--- src/rtl/bcs_pkg.sv ---
package bcs_pkg;
  // Burst length codes sampled at start
  localparam logic [2:0] LEN_ONE   = 3'd0;
  localparam logic [2:0] LEN_TWO   = 3'd1;
  localparam logic [2:0] LEN_FOUR  = 3'd2;
  localparam logic [2:0] LEN_EIGHT = 3'd3;
  localparam logic [2:0] LEN_PAGE  = 3'd7;
  // Largest fixed burst, as the width of its offset field
  localparam int unsigned MAX_FIX_BITS = 3;
endpackage

--- src/rtl/bcs_rst_sync.sv ---
module bcs_rst_sync #(
  parameter int unsigned STAGES = 2
) (
  input  logic clk,
  input  logic rst_n,
  output logic rst_sync_n
);
  logic [STAGES-1:0] sync_q;

  always_ff @(posedge clk or negedge rst_n) begin
    if (!rst_n) sync_q <= '0;
    else        sync_q <= {sync_q[STAGES-2:0], 1'b1};
  end

  assign rst_sync_n = sync_q[STAGES-1];
endmodule

--- src/rtl/bcs_len_dec.sv ---
module bcs_len_dec
  import bcs_pkg::*;
#(
  parameter int unsigned COL_W = 8
) (
  input  logic [2:0]       code,
  output logic             full,
  output logic [COL_W-1:0] mask
);
  localparam int unsigned FIX_W = MAX_FIX_BITS;

  logic [FIX_W-1:0] small_mask;

  always_comb begin
    full       = 1'b0;
    small_mask = '0;
    unique case (code)
      LEN_TWO:   small_mask = FIX_W'(1);
      LEN_FOUR:  small_mask = FIX_W'(3);
      LEN_EIGHT: small_mask = FIX_W'(7);
      LEN_PAGE:  full       = 1'b1;
      default:   small_mask = '0;
    endcase
  end

  assign mask = COL_W'(small_mask);
endmodule

--- src/rtl/bcs_ctrl.sv ---
module bcs_ctrl #(
  parameter int unsigned COL_W = 8
) (
  input  logic             clk,
  input  logic             rst_n,
  input  logic             cke,
  input  logic             start,
  input  logic             stop,
  input  logic [COL_W-1:0] start_col,
  input  logic [COL_W-1:0] dec_mask,
  input  logic             dec_full,
  input  logic             ilv_in,
  output logic             active_q,
  output logic [COL_W-1:0] beat_q,
  output logic [COL_W-1:0] base_q,
  output logic [COL_W-1:0] mask_q,
  output logic             full_q,
  output logic             ilv_q,
  output logic             last
);
  logic             active_d;
  logic [COL_W-1:0] beat_d;
  logic [COL_W-1:0] base_d;
  logic [COL_W-1:0] mask_d;
  logic             full_d;
  logic             ilv_d;

  assign last = active_q && !full_q && (beat_q == mask_q);

  // Next state
  always_comb begin
    active_d = active_q;
    beat_d   = beat_q;
    base_d   = base_q;
    mask_d   = mask_q;
    full_d   = full_q;
    ilv_d    = ilv_q;
    if (start) begin
      active_d = 1'b1;
      beat_d   = '0;
      base_d   = start_col;
      mask_d   = dec_mask;
      full_d   = dec_full;
      ilv_d    = ilv_in;
    end else if (active_q) begin
      if (stop || last) active_d = 1'b0;
      else              beat_d   = beat_q + COL_W'(1);
    end
  end

  // State registers, enabled by cke
  always_ff @(posedge clk or negedge rst_n) begin
    if (!rst_n) begin
      active_q <= 1'b0;
      beat_q   <= '0;
      base_q   <= '0;
      mask_q   <= '0;
      full_q   <= 1'b0;
      ilv_q    <= 1'b0;
    end else if (cke) begin
      active_q <= active_d;
      beat_q   <= beat_d;
      base_q   <= base_d;
      mask_q   <= mask_d;
      full_q   <= full_d;
      ilv_q    <= ilv_d;
    end
  end
endmodule

--- src/rtl/bcs_addr_gen.sv ---
module bcs_addr_gen #(
  parameter int unsigned COL_W = 8
) (
  input  logic [COL_W-1:0] base,
  input  logic [COL_W-1:0] beat,
  input  logic [COL_W-1:0] mask,
  input  logic             full,
  input  logic             ilv,
  output logic [COL_W-1:0] col
);
  logic [COL_W-1:0] sum;

  assign sum = base + beat;

  for (genvar i = 0; i < COL_W; i++) begin : g_bit
    logic wrap_bit;
    assign wrap_bit = ilv ? (base[i] ^ beat[i]) : sum[i];
    assign col[i]   = full    ? sum[i]   :
                      mask[i] ? wrap_bit : base[i];
  end
endmodule

--- src/rtl/burst_col_seq.sv ---
module burst_col_seq #(
  parameter int unsigned COL_W = 8
) (
  input  logic             clk,
  input  logic             rst_n,
  input  logic             cke,
  input  logic             start,
  input  logic [COL_W-1:0] start_col,
  input  logic [2:0]       len_code,
  input  logic             ilv,
  input  logic             stop,
  output logic [COL_W-1:0] col,
  output logic             valid,
  output logic             last
);
  logic             rst_sync_n;
  logic             dec_full;
  logic [COL_W-1:0] dec_mask;
  logic             active_q;
  logic [COL_W-1:0] beat_q;
  logic [COL_W-1:0] base_q;
  logic [COL_W-1:0] mask_q;
  logic             full_q;
  logic             ilv_q;

  bcs_rst_sync #(.STAGES(2)) u_rst (
    .clk        (clk),
    .rst_n      (rst_n),
    .rst_sync_n (rst_sync_n)
  );

  bcs_len_dec #(.COL_W(COL_W)) u_dec (
    .code (len_code),
    .full (dec_full),
    .mask (dec_mask)
  );

  bcs_ctrl #(.COL_W(COL_W)) u_ctrl (
    .clk       (clk),
    .rst_n     (rst_sync_n),
    .cke       (cke),
    .start     (start),
    .stop      (stop),
    .start_col (start_col),
    .dec_mask  (dec_mask),
    .dec_full  (dec_full),
    .ilv_in    (ilv),
    .active_q  (active_q),
    .beat_q    (beat_q),
    .base_q    (base_q),
    .mask_q    (mask_q),
    .full_q    (full_q),
    .ilv_q     (ilv_q),
    .last      (last)
  );

  bcs_addr_gen #(.COL_W(COL_W)) u_addr (
    .base (base_q),
    .beat (beat_q),
    .mask (mask_q),
    .full (full_q),
    .ilv  (ilv_q),
    .col  (col)
  );

  assign valid = active_q;
endmodule

--- config.mk ---
export PLATFORM = sky130hd
export DESIGN_NAME = burst_col_seq
export DESIGN_NICKNAME = d
export VERILOG_FILES = /design/src/rtl/bcs_pkg.sv /design/src/rtl/bcs_rst_sync.sv /design/src/rtl/bcs_len_dec.sv /design/src/rtl/bcs_ctrl.sv /design/src/rtl/bcs_addr_gen.sv /design/src/rtl/burst_col_seq.sv
export SDC_FILE = /design/constraint.sdc
export NUM_CORES = 1
export LEC_CHECK = 0
export ABC_CLOCK_PERIOD_IN_PS = 2450
export BUFFER_PORTS_ARGS = -buffer_cell sky130_fd_sc_hd__buf_2
export CORE_ASPECT_RATIO = 0.8
export CORE_MARGIN = 3
export CORE_UTILIZATION = 55
export DETAILED_ROUTE_END_ITERATION = 16
export PLACE_DENSITY = 0.84
export SETUP_SLACK_MARGIN = 0.05
export SKIP_LAST_GASP = 1
export SLEW_MARGIN = 5
export SYNTH_ARGS = -nofsm -noshare
export SYNTH_HDL_FRONTEND = slang
export SYNTH_SLANG_ARGS = --single-unit
export TNS_END_PERCENT = 100
--- constraint.sdc ---
create_clock -name clk -period 2.45 [get_ports clk]
set_input_delay 0.1225 -clock clk [delete_from_list [all_inputs] [get_ports clk]]
set_output_delay 0.1225 -clock clk [all_outputs]
set_load 0.005 [all_outputs]
==> out/metrics.sh, run 1 <==
FINAL-INSTANCE-COUNT-EXCL-FILL=234
AREA_OF_THE_DIE_UM2=3570
START_KIND='flip-flop'
MAX_SLEW.WORST_PIN.SLEW_NS=0.906
SEQ_POWER_SHARE_PCT=45.1
ANTENNA_VIOL_NETS_FINAL=0
CLOCK_ROOT_CELL='clkbuf_4'
INTERNAL_POWER_uW=745
CLK_PIN_SLEW_WORST_PATHS_NS=0.15
INITIAL_CORE_UTILIZATION_PCT=61.1
FIN_SETUP_TNS_NS=-0.0204
DETAILROUTE.VIA_COUNT=1434
FP.DIEH_UM=54.1
MAXSLEWVIOLCOUNT=0
WORST_PATH_MAX_DELAY_CELL='dfrtp_1'
LAYOUT.CELLS.MOST_COMMON='buf_2'
WORSTPATHREQUIRED_NS=2.33
SEQ_AREA_UM2=603
POWER.SHARE.SWITCHING_PCT=30.2
FMAXACHIEVABLE_GHz=0.405
VDD.IR_DROP.WORST_mV=0.288
ROWS=16
HPWL_UM=2560
GRT.TOTAL_USAGE_PCT=24.9
CTS_SINK_COUNT=24
POST_ROUTE_CELLS_DRIVE_ABOVE_1_SHARE_PCT=26.8
BOUNDARY_PIN_COUNT=27
ROUTED_WL_UM=3960
COMBINATIONALPOWERSHARE_PCT=26.8
YOSYS.CELL_TYPES.COUNT=47
DRT-PASS1-ITER-COUNT=4
CTS_BUFFER_DEPTH=2
SHARE_CLK_OF_TOTAL_POWER_PCT=28.1
TIMING_HOLD_VIOLATIONS_FINAL=0
CRIT_PATH_END_KIND='output pin'
SYNTH_SEQ_AREA_SHARE_PCT=37.8
SYNTH_FP_NETS=186
MAXSLEWHEADROOM_PCT=39.6
POST-ROUTE-PERIOD-UTIL_PCT=101
RUN_STATUS='finished, violations left'
SYNTHTOLAYOUTAREAGROWTH_PCT=23.2
POWER_DENSITY_nW_PER_UM2=545
LAYOUT.CELLS.MOST_COMMON_LIST='buf_2 (25), dfrtp_1 (22), nand2_1 (12)'
CPMOSTUSEDCELL='a21o_1'
PATH_MAX_FANOUT=3
FLOORPLAN.DIE.WIDTH_UM=66.1
POWER.TOTAL_mW=1.07
TIMING.CLOCK.SKEW_NS=0.0130
GRT_FIRST_PASS_WIRELENGTH_UM=6520
CTS_TREE='yes'
PATH_CLASS='reg2out'
TIMING.MAX_CAP.VIOLATIONS=0
ANTENNA_FOUND_INITIAL=0
CRITICAL_PATH.MAX_STAGE_DELAY_NS=0.46
GRT_START_MAX_NET_PINS=23
TIMING.FINAL.CRIT_PERIOD_NS=2.47
P_LEAK_nW=0.894
WORST-PATH-BUF-INV=1
POST_SYNTH_INSTANCE_AREA_UM2=1590
FAILING_CHECKS='negative setup slack'
DOMINANT_DELAY_CONTRIBUTOR_BY_CELL_FAMILY_ON_THE_CRITICAL_PATH='compound AO/OA/AOI/OAI gates'
DRT_ITER0_MARKERS=131
VIASPERCELL=6.13
DRC_ERRORS=0
POSTSYNTHREGISTERBITS=24
SETUP_VIOLATIONS=1
GLOBALROUTE.TOTALOVERFLOW=0
CORE_REGION_AREA_UM2=2600
PLACEDCELLCOUNT=217
TRITONCTS.NUM_BUFFERS=3
FINISH.INSTANCE_AREA_UM2=1960
ROUTABILITYCONGESTION=0.909
YS_WARN_COUNT=0
NETS=225
BUFFER_PORTS.INSERTED=26
WORSTHOLDPATHTYPE='in2reg'
POSTSYNTHCELLCOUNT=160
POST-ROUTE-WORST-SETUP-SLACK_NS=-0.0204
MULTI_INPUT_COMB_AREA_UM2=982
ANTENNADIODECOUNT=0
CRITPATHARRIVALTIME_NS=2.35
DRT-WIRELENGTH-PER-CELL_UM=16.9
CLKLATENCYLATEPIN_NS=0.33
CTS-HTREE-LEVELS=1
PLACE_WORST_SETUP_SLACK_NS=0.158
TOTAL_SWITCHING_POWER_uW=322
DETAILED_PLACE.AREA_UM2=1740
SYN_AVG_CELL_AREA_UM2=9.93
FIRST_GLOBAL_VIAS=1359
NFILLCELLS=179
TIMING.CRITICAL_PATH.CELLS='ha_4, fa_2, a21o_1, a21o_1, a21oi_2, nor4b_2, a211o_1, buf_2'
UNREPAIRED_SETUP_ENDPOINTS_AFTER_GLOBAL_ROUTING='true'
-- routing by layer --
metal / vias to the layer above / share of wire [%] / GRT usage, % / routed length, um
met2: 63 / 49 / 42.5 / 1940
met3: 16 / 6.4 / 5.43 / 254
met5: - / 0 / 0 / 0
met1: 698 / 41 / 31.3 / 1640
li1: 657 / - / - / -
met4: 0 / 3.3 / 9.12 / 129
-- cells by family (layout without fill, tap and decap cells) --
family,Yosys count,after routing,synth area share (%)
mux,14,14,9.76
other cells,1,1,0.236
compound gates,38,38,16.6
simple gates,54,54,19.5
fa+ha+maj,9,9,7.56
flops,24,24,37.8
buf+inv,10,48,2.99
xor+xnor,10,10,5.51
-- power by group through the flow --
stage | clock, mW | combinational (mW) | sequential [mW]
6_report | 0.300 | 0.286 | 0.481
5_1_grt | 0.320 | 0.313 | 0.489
4_1_cts | 0.303 | 0.264 | 0.477
3_5_place_dp | 0 | 0.241 | 0.488
3_3_place_gp | 0 | 0.230 | 0.484
2_1_floorplan | 0 | 0.172 | 0.468
-- registers in the layout (all words and copies together) (netlist names) --
name and cells:
u_ctrl.mask_q 3, u_ctrl.ilv_q 1, u_ctrl.base_q 8, u_ctrl.beat_q 8, u_ctrl.active_q 1, u_ctrl.full_q 1
u_rst.sync_q 2
-- synth_stat cells (all sizes together) --
cell     count  area (um^2)
a2111oi      1         8.76
a211o        3         26.3
a21o         2         15.0
a21oi        7         35.0
a31o         1         8.76
a31oi        3         18.8
and2         1         6.26
and3         1         6.26
buf          3         21.3
clkbuf       2         7.51
conb         1         3.75
dfrtp       24          601
fa           1         20.0
ha           8          100
inv          5         18.8
mux2        12          135
mux2i        2         20.0
nand2       13         51.3
nand2b       3         18.8
nand3        5         30.0
nand3b       2         15.0
nand4        3         18.8
nor2         9         41.3
nor2b        6         37.5
nor3         4         20.0
nor4         2         27.5
nor4b        2         17.5
o2111ai      1         8.76
o211ai       3         27.5
o21a         2         15.0
o21ai       10         61.3
o221ai       1         8.76
o31ai        4         30.0
or2          1         6.26
or3          1         6.26
or4          1         7.51
xnor2        6         52.6
xor2         4         35.0
-- path summary, 6_finish.rpt --
kind	startpoint	end	slack (ns)	depth (start not counted)
setup / recovery	u_ctrl.base_q[0]$_DFFE_PN0P_	col[6]	-0.02	8
min in group asynchronous	rst_n	u_rst.sync_q[0]$_DFF_PN0_	0.09	2
hold / removal	start_col[5]	u_ctrl.base_q[5]$_DFFE_PN0P_	0.04	2
setup reg to reg	u_ctrl.full_q$_DFFE_PN0P_	u_ctrl.beat_q[5]$_DFFE_PN0P_	0.69	5
max in group asynchronous	u_rst.sync_q[1]$_DFF_PN0_	u_ctrl.beat_q[1]$_DFFE_PN0P_	1.46	0
hold reg to reg	u_rst.sync_q[1]$_DFF_PN0_	u_ctrl.beat_q[0]$_DFFE_PN0P_	0.37	0
-- repair_timing --
action,in CTS,in global routing
buffers inserted,3,2
endpoints found under the setup margin,3,4
endpoints found under the hold margin,11,0
gates resized for setup,5,8
hold buffers,9,0
pin swaps,2,1
-- metrics by stage --
stage                     hold slack, ns  util, %
after floorplan                   -0.173        -
after global placement           -0.0926     66.7
after detailed placement         -0.0898     66.7
after CTS                        0.00254     73.5
after global routing              0.0160     75.2
final                             0.0359     75.2
-- cell type report --
cell class,instances,share of cell area (%)
inverters,5,0.958
well taps,36,2.30
repair buffers,39,13.1
multi-input cells,126,50.2
clock buffers,3,1.15
clock inverters,1,1.53
flip-flops and latches,24,30.8
No activity file was read; power rests on OpenSTA's default activity.
==> run 2: changes to the inputs <==
Settings changed: ABC_AREA set to 1, ABC_CLOCK_PERIOD_IN_PS 2450 to 2800, CORE_UTILIZATION 55 to 56, PLACE_DENSITY 0.84 to 0.85.
Clock period 2.45 ns to 2.8 ns, I/O delays scaled along.
==> out/metrics.sh, run 2 <==
DRC_ERRORS=0  # unchanged
AREA_OF_THE_DIE_UM2=3670  # +2.6%
CRIT_PATH_END_KIND='output pin'
CORE_REGION_AREA_UM2=2810  # +7.9%
P_LEAK_nW=1.08  # +20%
WORST_PATH_MAX_DELAY_CELL='dfrtp_1'
FP.DIEH_UM=54.8  # +1.3%
CLK_PIN_SLEW_WORST_PATHS_NS=0.09  # -0.06 ns
WORSTPATHREQUIRED_NS=2.66  # +0.33 ns
SYNTH.AREA.TOP_CELLS='dfrtp_1 (36%), nand2_1 (22%), inv_1 (6.1%)'
ROUTABILITYCONGESTION=0.853  # -6.1%
FINISH.INSTANCE_AREA_UM2=1890  # -3.6%
LAYOUT.CELLS.MOST_COMMON_LIST='nand2_1 (97), inv_1 (27), buf_2 (26)'
GRT_START_MAX_NET_PINS=23  # unchanged
POST_SYNTH_INSTANCE_AREA_UM2=1670  # +4.8%
SYN_AVG_CELL_AREA_UM2=6.85  # -31%
DOMINANT_DELAY_CONTRIBUTOR_BY_CELL_FAMILY_ON_THE_CRITICAL_PATH='adder cells'
BOUNDARY_PIN_COUNT=27  # unchanged
MAXSLEWHEADROOM_PCT=40.3  # +0.71 points
YS_WARN_COUNT=0  # unchanged
CTS_SINK_COUNT=24  # unchanged
YOSYS.AREA.TOP_TYPE='dfrtp_1'
LAYOUT.CELLS.MOST_COMMON='nand2_1'
SYNTHTOPCELLSBYCOUNT='nand2_1 (97), inv_1 (27), dfrtp_1 (24)'
CLKLATENCYLATEPIN_NS=0.27  # -0.06 ns
TIMING.MAX_CAP.VIOLATIONS=0  # unchanged
FMAXACHIEVABLE_GHz=0.463
WORST-PATH-BUF-INV=1  # unchanged
PLACEDCELLCOUNT=301  # +39%
POST-SYNTH-TOP-AREA-FRACTION_PCT=36.1  # -1.7 points
MULTI_INPUT_COMB_AREA_UM2=918  # -6.5%
HPWL_UM=2760  # +8.0%
INITIAL_CORE_UTILIZATION_PCT=59.3  # -1.7 points
ANTENNA_FOUND_INITIAL=0  # unchanged
SYNTH_TOP_FLOP_CELL='dfrtp_1'
GRT_FIRST_PASS_WIRELENGTH_UM=6040  # -7.3%
DRT_ITER0_MARKERS=88  # -33%
CTS-HTREE-LEVELS=1  # unchanged
POWER_DENSITY_nW_PER_UM2=526  # -3.5%
WORSTHOLDPATHTYPE='in2reg'
SEQ_AREA_UM2=601  # -0.41%
YOSYS.CELL_COUNT.TOP_TYPE='nand2_1'
VDD.IR_DROP.WORST_mV=0.525  # +83%
ROWS=17  # +1
FLOORPLAN.DIE.WIDTH_UM=67.0  # +1.3%
TIMING.CLOCK.SKEW_NS=0.00628  # -0.00669 ns
DETAILROUTE.VIA_COUNT=1573  # +9.7%
VIASPERCELL=5.14  # -16%
POST_ROUTE_CELLS_DRIVE_ABOVE_1_SHARE_PCT=13.8  # -13 points
PATH_MAX_FANOUT=7  # +4
DRT-PASS1-ITER-COUNT=4  # unchanged
CRITPATHARRIVALTIME_NS=2.02  # -0.33 ns
CLOCK_ROOT_CELL='clkbuf_8'
WORST-PATH-STAGES=7  # -1
NETS=295  # +31%
POST-ROUTE-PERIOD-UTIL_PCT=77.2
PATH_CLASS='reg2out'
CTS_BUFFER_DEPTH=2  # unchanged
SYNTH_ENABLE_FLOP_CELLS=0  # unchanged
YOSYS.CELL_TYPES.COUNT=28  # -40%
SYNTH_SEQ_AREA_SHARE_PCT=36.1  # -1.7 points
DETAILED_PLACE.AREA_UM2=1810  # +4.0%
TIMING.CRITICAL_PATH.CELLS='ha_1, fa_1, nand3_1, nand3_1, xnor2_1, o21ai_0, buf_2'
FINAL-INSTANCE-COUNT-EXCL-FILL=306  # +31%
CRITICAL_PATH.MAX_STAGE_DELAY_NS=0.46  # about the same
GRT.TOTAL_USAGE_PCT=22.1  # -2.8 points
CPMOSTUSEDCELL='nand3_1'
ANTENNA_VIOL_NETS_FINAL=0  # unchanged
TIMING.FINAL.CRIT_PERIOD_NS=2.16
SYNTH_ASYNC_SR_FLOP_SHARE_PCT=100  # unchanged
SYNTHTOLAYOUTAREAGROWTH_PCT=13.3
ROUTED_WL_UM=3660  # -7.6%
SYNTH_FP_NETS=269  # +45%
FIN_SETUP_TNS_NS=0  # +0.0204 ns
START_KIND='flip-flop'
RUN_STATUS='complete, no violations'
UNREPAIRED_SETUP_ENDPOINTS_AFTER_GLOBAL_ROUTING='false'
BUFFER_PORTS.INSERTED=26  # unchanged
MAXSLEWVIOLCOUNT=0  # unchanged
GLOBALROUTE.TOTALOVERFLOW=0  # unchanged
WORST_HOLD_PATH.NUM_CELLS=3  # +1
LAYOUT_TOP_REGISTERS='u_ctrl.base_q (8), u_ctrl.beat_q (8), u_ctrl.mask_q (3)'
CTS_TREE='yes'
MAX_SLEW.WORST_PIN.SLEW_NS=0.895  # -0.0106 ns
TIMING_HOLD_VIOLATIONS_FINAL=0  # unchanged
TRITONCTS.NUM_BUFFERS=3  # unchanged
ANTENNADIODECOUNT=0  # unchanged
FIRST_GLOBAL_VIAS=1352  # -0.52%
SETUP_VIOLATIONS=0  # -1
NFILLCELLS=270  # +51%
FF2FF_PATH_DEPTH=8  # +3
POSTSYNTHCELLCOUNT=243  # +52%
DRT-WIRELENGTH-PER-CELL_UM=12.0  # -29%
POSTSYNTHREGISTERBITS=24  # unchanged
run 2: cell count changes after synthesis, moves of 3 or more:
cell,change
a31oi_1,-3
nand2_1,+85
mux2_2,-4
nor2b_1,-6
o31ai_1,-4
o21ai_0,+5
inv_1,+22
mux2_1,-8
nand3_1,+16
nor2_1,+6
xor2_1,-3
a211o_1,-3
nand4_1,+3
nand2b_1,-3
run 2: area by class of cell:
class	instances	area share, %
Clock buffer	3	2.19
Clock inverter	1	1.59
Inverter	29	5.77
Multi-Input combinational cell	184	48.7
Sequential cell	24	31.8
Tap cell	38	2.52
Timing Repair Buffer	27	7.43
run 2: final timing paths:
check                                             start  slack, ns                            to
hold / removal                             start_col[4]       0.06  u_ctrl.base_q[4]$_DFFE_PN0P_
setup / recovery           u_ctrl.beat_q[0]$_DFFE_PN0P_       0.64                        col[4]
max in group asynchronous     u_rst.sync_q[1]$_DFF_PN0_       1.88  u_ctrl.beat_q[2]$_DFFE_PN0P_
setup reg to reg              u_ctrl.full_q$_DFFE_PN0P_       1.06  u_ctrl.beat_q[5]$_DFFE_PN0P_
min in group asynchronous                         rst_n       0.17     u_rst.sync_q[1]$_DFF_PN0_
hold reg to reg               u_rst.sync_q[0]$_DFF_PN0_       0.36     u_rst.sync_q[1]$_DFF_PN0_
run 2: metrics by stage:
step | total power, mW | util [%] | worst slack (ns) | hold slack (ns)
2_1_floorplan | 0.607 | - | 1.15 | -0.156
3_3_place_gp | 0.679 | 64.3 | 0.989 | -0.0728
3_5_place_dp | 0.688 | 64.3 | 0.952 | -0.0736
4_1_cts | 1.00 | 67.2 | 0.644 | 0.0543
5_1_grt | 1.06 | 67.2 | 0.511 | 0.0672
6_report | 0.992 | 67.2 | 0.638 | 0.0553
run 2: logic make-up after synthesis:
kind of cell / after synthesis / synth area share (%)
adders and majority gates: 9 / 7.21
other: 1 / 0.225
DFF: 24 / 36.1
AOI/OAI and AO/OA: 21 / 6.76
xor gates and xnor gates: 5 / 2.63
buffers and inverters: 35 / 8.79
and+or+nand+nor: 148 / 38.3
run 2: what timing repair did:
action | 4_1_cts | 5_1_grt
setup buffers | 0 | 0
gates resized for setup | 0 | 0
hold buffers | 1 | 0
endpoints found under the hold margin | 2 | 0
run 2: power breakdown:
part           switching (mW)  leakage, nW  internal [mW]
registers              0.0494        0.308          0.380
clock network           0.116       0.0357          0.191
logic                   0.145        0.731          0.110
total                   0.311         1.08          0.681
run 2: tightest hold or removal path, delay by kind of cell:
family	cells	cell delay (ns)
AND/OR/NAND/NOR	2	0.08
buffers and inverters	1	0.07
run 2: routing by layer:
layer,global-route usage [%],wire [um],vias up
met5,0,0,-
met4,4.38,29,0
met3,4.72,215,4
met2,36.7,1660,43
met1,30.1,1750,707
li1,-,-,819
==> run 3: changes to the inputs <==
Settings changed: ABC_CLOCK_PERIOD_IN_PS 2800 to 1860, CORE_UTILIZATION 56 to 51, PLACE_DENSITY 0.85 to 0.82.
Clock period 2.8 ns to 1.86 ns, I/O delays scaled along.
==> out/metrics.sh, run 3 (same netlist as run 2, synthesis figures left out) <==
RUN_STATUS='finished, violations left'
FAILING_CHECKS='negative setup slack'
TIMING.MAX_CAP.VIOLATIONS=0  # unchanged
POSTLAYOUTCOREUTIL_PCT=71.1  # +3.9 points
CLKLATENCYLATEPIN_NS=0.28  # about the same
TIMING_HOLD_VIOLATIONS_FINAL=0  # unchanged
FLOORPLAN.DIE.WIDTH_UM=69.9  # +4.4%
GRT.TOTAL_USAGE_PCT=21.9  # -0.22 points
NETS=307  # +4.1%
TIMING.CRITICAL_PATH.CELLS='ha_4, a21oi_4, nand2_2, buf_4, xnor2_1, o21ai_1, buf_2'
ROWS=17  # unchanged
PLACE_WORST_SETUP_SLACK_NS=0.149  # -0.804 ns
CTS_BUFFER_DEPTH=2  # unchanged
DRC_ERRORS=0  # unchanged
ROUTABILITYCONGESTION=0.869  # +1.9%
GRT_FIRST_PASS_WIRELENGTH_UM=7070  # +17%
SYNTHTOLAYOUTAREAGROWTH_PCT=25.3
LAYOUT_TOP_REGISTERS='u_ctrl.base_q (8), u_ctrl.beat_q (8), u_ctrl.mask_q (3)'
VDD.IR_DROP.WORST_mV=0.604  # +15%
ANTENNA_VIOL_NETS_FINAL=0  # unchanged
PLACEDCELLCOUNT=308  # +2.3%
CRIT_PATH_END_KIND='output pin'
FINISH.INSTANCE_AREA_UM2=2090  # +11%
CLK_PIN_SLEW_WORST_PATHS_NS=0.09  # about the same
FINAL-INSTANCE-COUNT-EXCL-FILL=318  # +3.9%
AREA_OF_THE_DIE_UM2=3990  # +8.8%
VIASPERCELL=5.29  # +2.8%
BUFFER_PORTS.INSERTED=26  # unchanged
INITIAL_CORE_UTILIZATION_PCT=56.7  # -2.6 points
POWER_DENSITY_nW_PER_UM2=768  # +46%
GRT_START_MAX_NET_PINS=23  # unchanged
MAXSLEWVIOLCOUNT=0  # unchanged
FIRST_GLOBAL_VIAS=1557  # +15%
WORSTPATHREQUIRED_NS=1.77  # -0.89 ns
CTS_SINK_COUNT=24  # unchanged
ROUTED_WL_UM=4330  # +18%
DRT-PASS1-ITER-COUNT=4  # unchanged
FP.DIEH_UM=57.1  # +4.3%
LAYOUT.CELLS.MOST_COMMON_LIST='nand2_1 (95), inv_1 (27), buf_2 (26)'
WORST_PATH_MAX_DELAY_CELL='dfrtp_2'
POST_ROUTE_CELLS_DRIVE_ABOVE_1_SHARE_PCT=23.2  # +9.4 points
NFILLCELLS=242  # -10%
ANTENNADIODECOUNT=0  # unchanged
TRITONCTS.NUM_BUFFERS=3  # unchanged
CTS-HTREE-LEVELS=1  # unchanged
WORSTHOLDPATHTYPE='in2reg'
PATH_MAX_FANOUT=6  # -1
ANTENNA_FOUND_INITIAL=0  # unchanged
FMAXACHIEVABLE_GHz=0.526
CRITICAL_PATH.MAX_STAGE_DELAY_NS=0.45  # about the same
CLOCK_ROOT_CELL='clkbuf_8'
TIMING.FINAL.CRIT_PERIOD_NS=1.90
POWER.TOTAL_mW=1.60  # +62%
FIN_WORST_HOLD_SLACK_NS=0.00361  # -0.0517 ns
POST-ROUTE-PERIOD-UTIL_PCT=102
PATH_CLASS='reg2out'
START_KIND='flip-flop'
P_LEAK_nW=1.13  # +4.7%
DETAILED_PLACE.AREA_UM2=1860  # +2.9%
TIMING.CLOCK.SKEW_NS=0.00403  # -0.00224 ns
FIN_SETUP_TNS_NS=-0.149  # -0.149 ns
SETUP_VIOLATIONS=4  # +4
POST-ROUTE-WORST-SETUP-SLACK_NS=-0.0427  # -0.681 ns
DRT-WIRELENGTH-PER-CELL_UM=13.6  # +14%
UNREPAIRED_SETUP_ENDPOINTS_AFTER_GLOBAL_ROUTING='true'
HPWL_UM=2920  # +5.7%
LAYOUT.CELLS.MOST_COMMON='nand2_1'
GLOBALROUTE.TOTALOVERFLOW=0  # unchanged
BOUNDARY_PIN_COUNT=27  # unchanged
CTS_TREE='yes'
CRITPATHARRIVALTIME_NS=1.81  # -0.21 ns
DRT_ITER0_MARKERS=99  # +13%
DETAILROUTE.VIA_COUNT=1681  # +6.9%
CORE_REGION_AREA_UM2=2940  # +4.5%
-- run 3: cell count changes in the layout (fill, tap and decap cells not counted), sizes merged --
cell | previous run | this run
buf | 26 | 38
-- run 3: path summary, 6_finish.rpt --
| path | cells past startpoint | to | slack [ns] | startpoint |
|---|---|---|---|---|
| hold / removal | 3 | u_ctrl.base_q[5]$_DFFE_PN0P_ | 0.004 | start_col[5] |
| setup reg to reg | 10 | u_ctrl.beat_q[6]$_DFFE_PN0P_ | 0.28 | u_ctrl.beat_q[1]$_DFFE_PN0P_ |
| setup / recovery | 7 | col[3] | -0.04 | u_ctrl.base_q[2]$_DFFE_PN0P_ |
| max in group asynchronous | 1 | u_ctrl.base_q[2]$_DFFE_PN0P_ | 1.39 | u_rst.sync_q[1]$_DFF_PN0_ |
| min in group asynchronous | 2 | u_rst.sync_q[1]$_DFF_PN0_ | 0.11 | rst_n |
| hold reg to reg | 1 | u_ctrl.beat_q[5]$_DFFE_PN0P_ | 0.22 | u_rst.sync_q[1]$_DFF_PN0_ |
-- run 3: timing repair --
item	in CTS	in global routing
hold buffers	1	0
pin swaps	1	3
gates resized for setup	12	9
gates cloned	0	0
endpoints found under the setup margin	6	8
hold endpoints to repair	2	0
setup buffers	3	2
-- run 3: layout make-up --
| cell class | instances | area [um^2] | share of cell area (%) |
|---|---|---|---|
| Multi-Input combinational cell | 184 | 1030 | 49.2 |
| Sequential cell | 24 | 603 | 28.9 |
| Timing Repair Buffer | 39 | 230 | 11.0 |
| Inverter | 29 | 109 | 5.22 |
| Tap cell | 38 | 47.5 | 2.28 |
| Clock buffer | 3 | 41.3 | 1.98 |
| Clock inverter | 1 | 30.0 | 1.44 |
-- run 3: metal layers --
layer	vias up	GRT usage, %	part of all wire, %
met5	-	0	0
met4	0	6.56	2.1
met3	11	4.58	4.7
met2	41	36.6	47
met1	784	28.7	46
li1	845	-	-
-- run 3: where the power goes --
part           internal, mW  switching, mW  total [mW]
Combinational         0.227          0.266       0.493
Sequential            0.574         0.0669       0.640
Clock                 0.288          0.181       0.470
Total                  1.09          0.515        1.60
-- run 3: worst max-delay path: cells and delay by family (launching register included) --
family	cells	cell delay (ns)
flops	1	0.45
compound gates	2	0.29
fa+ha+maj	1	0.29
buf+inv	2	0.28
xor+xnor	1	0.12
simple gates	1	0.10
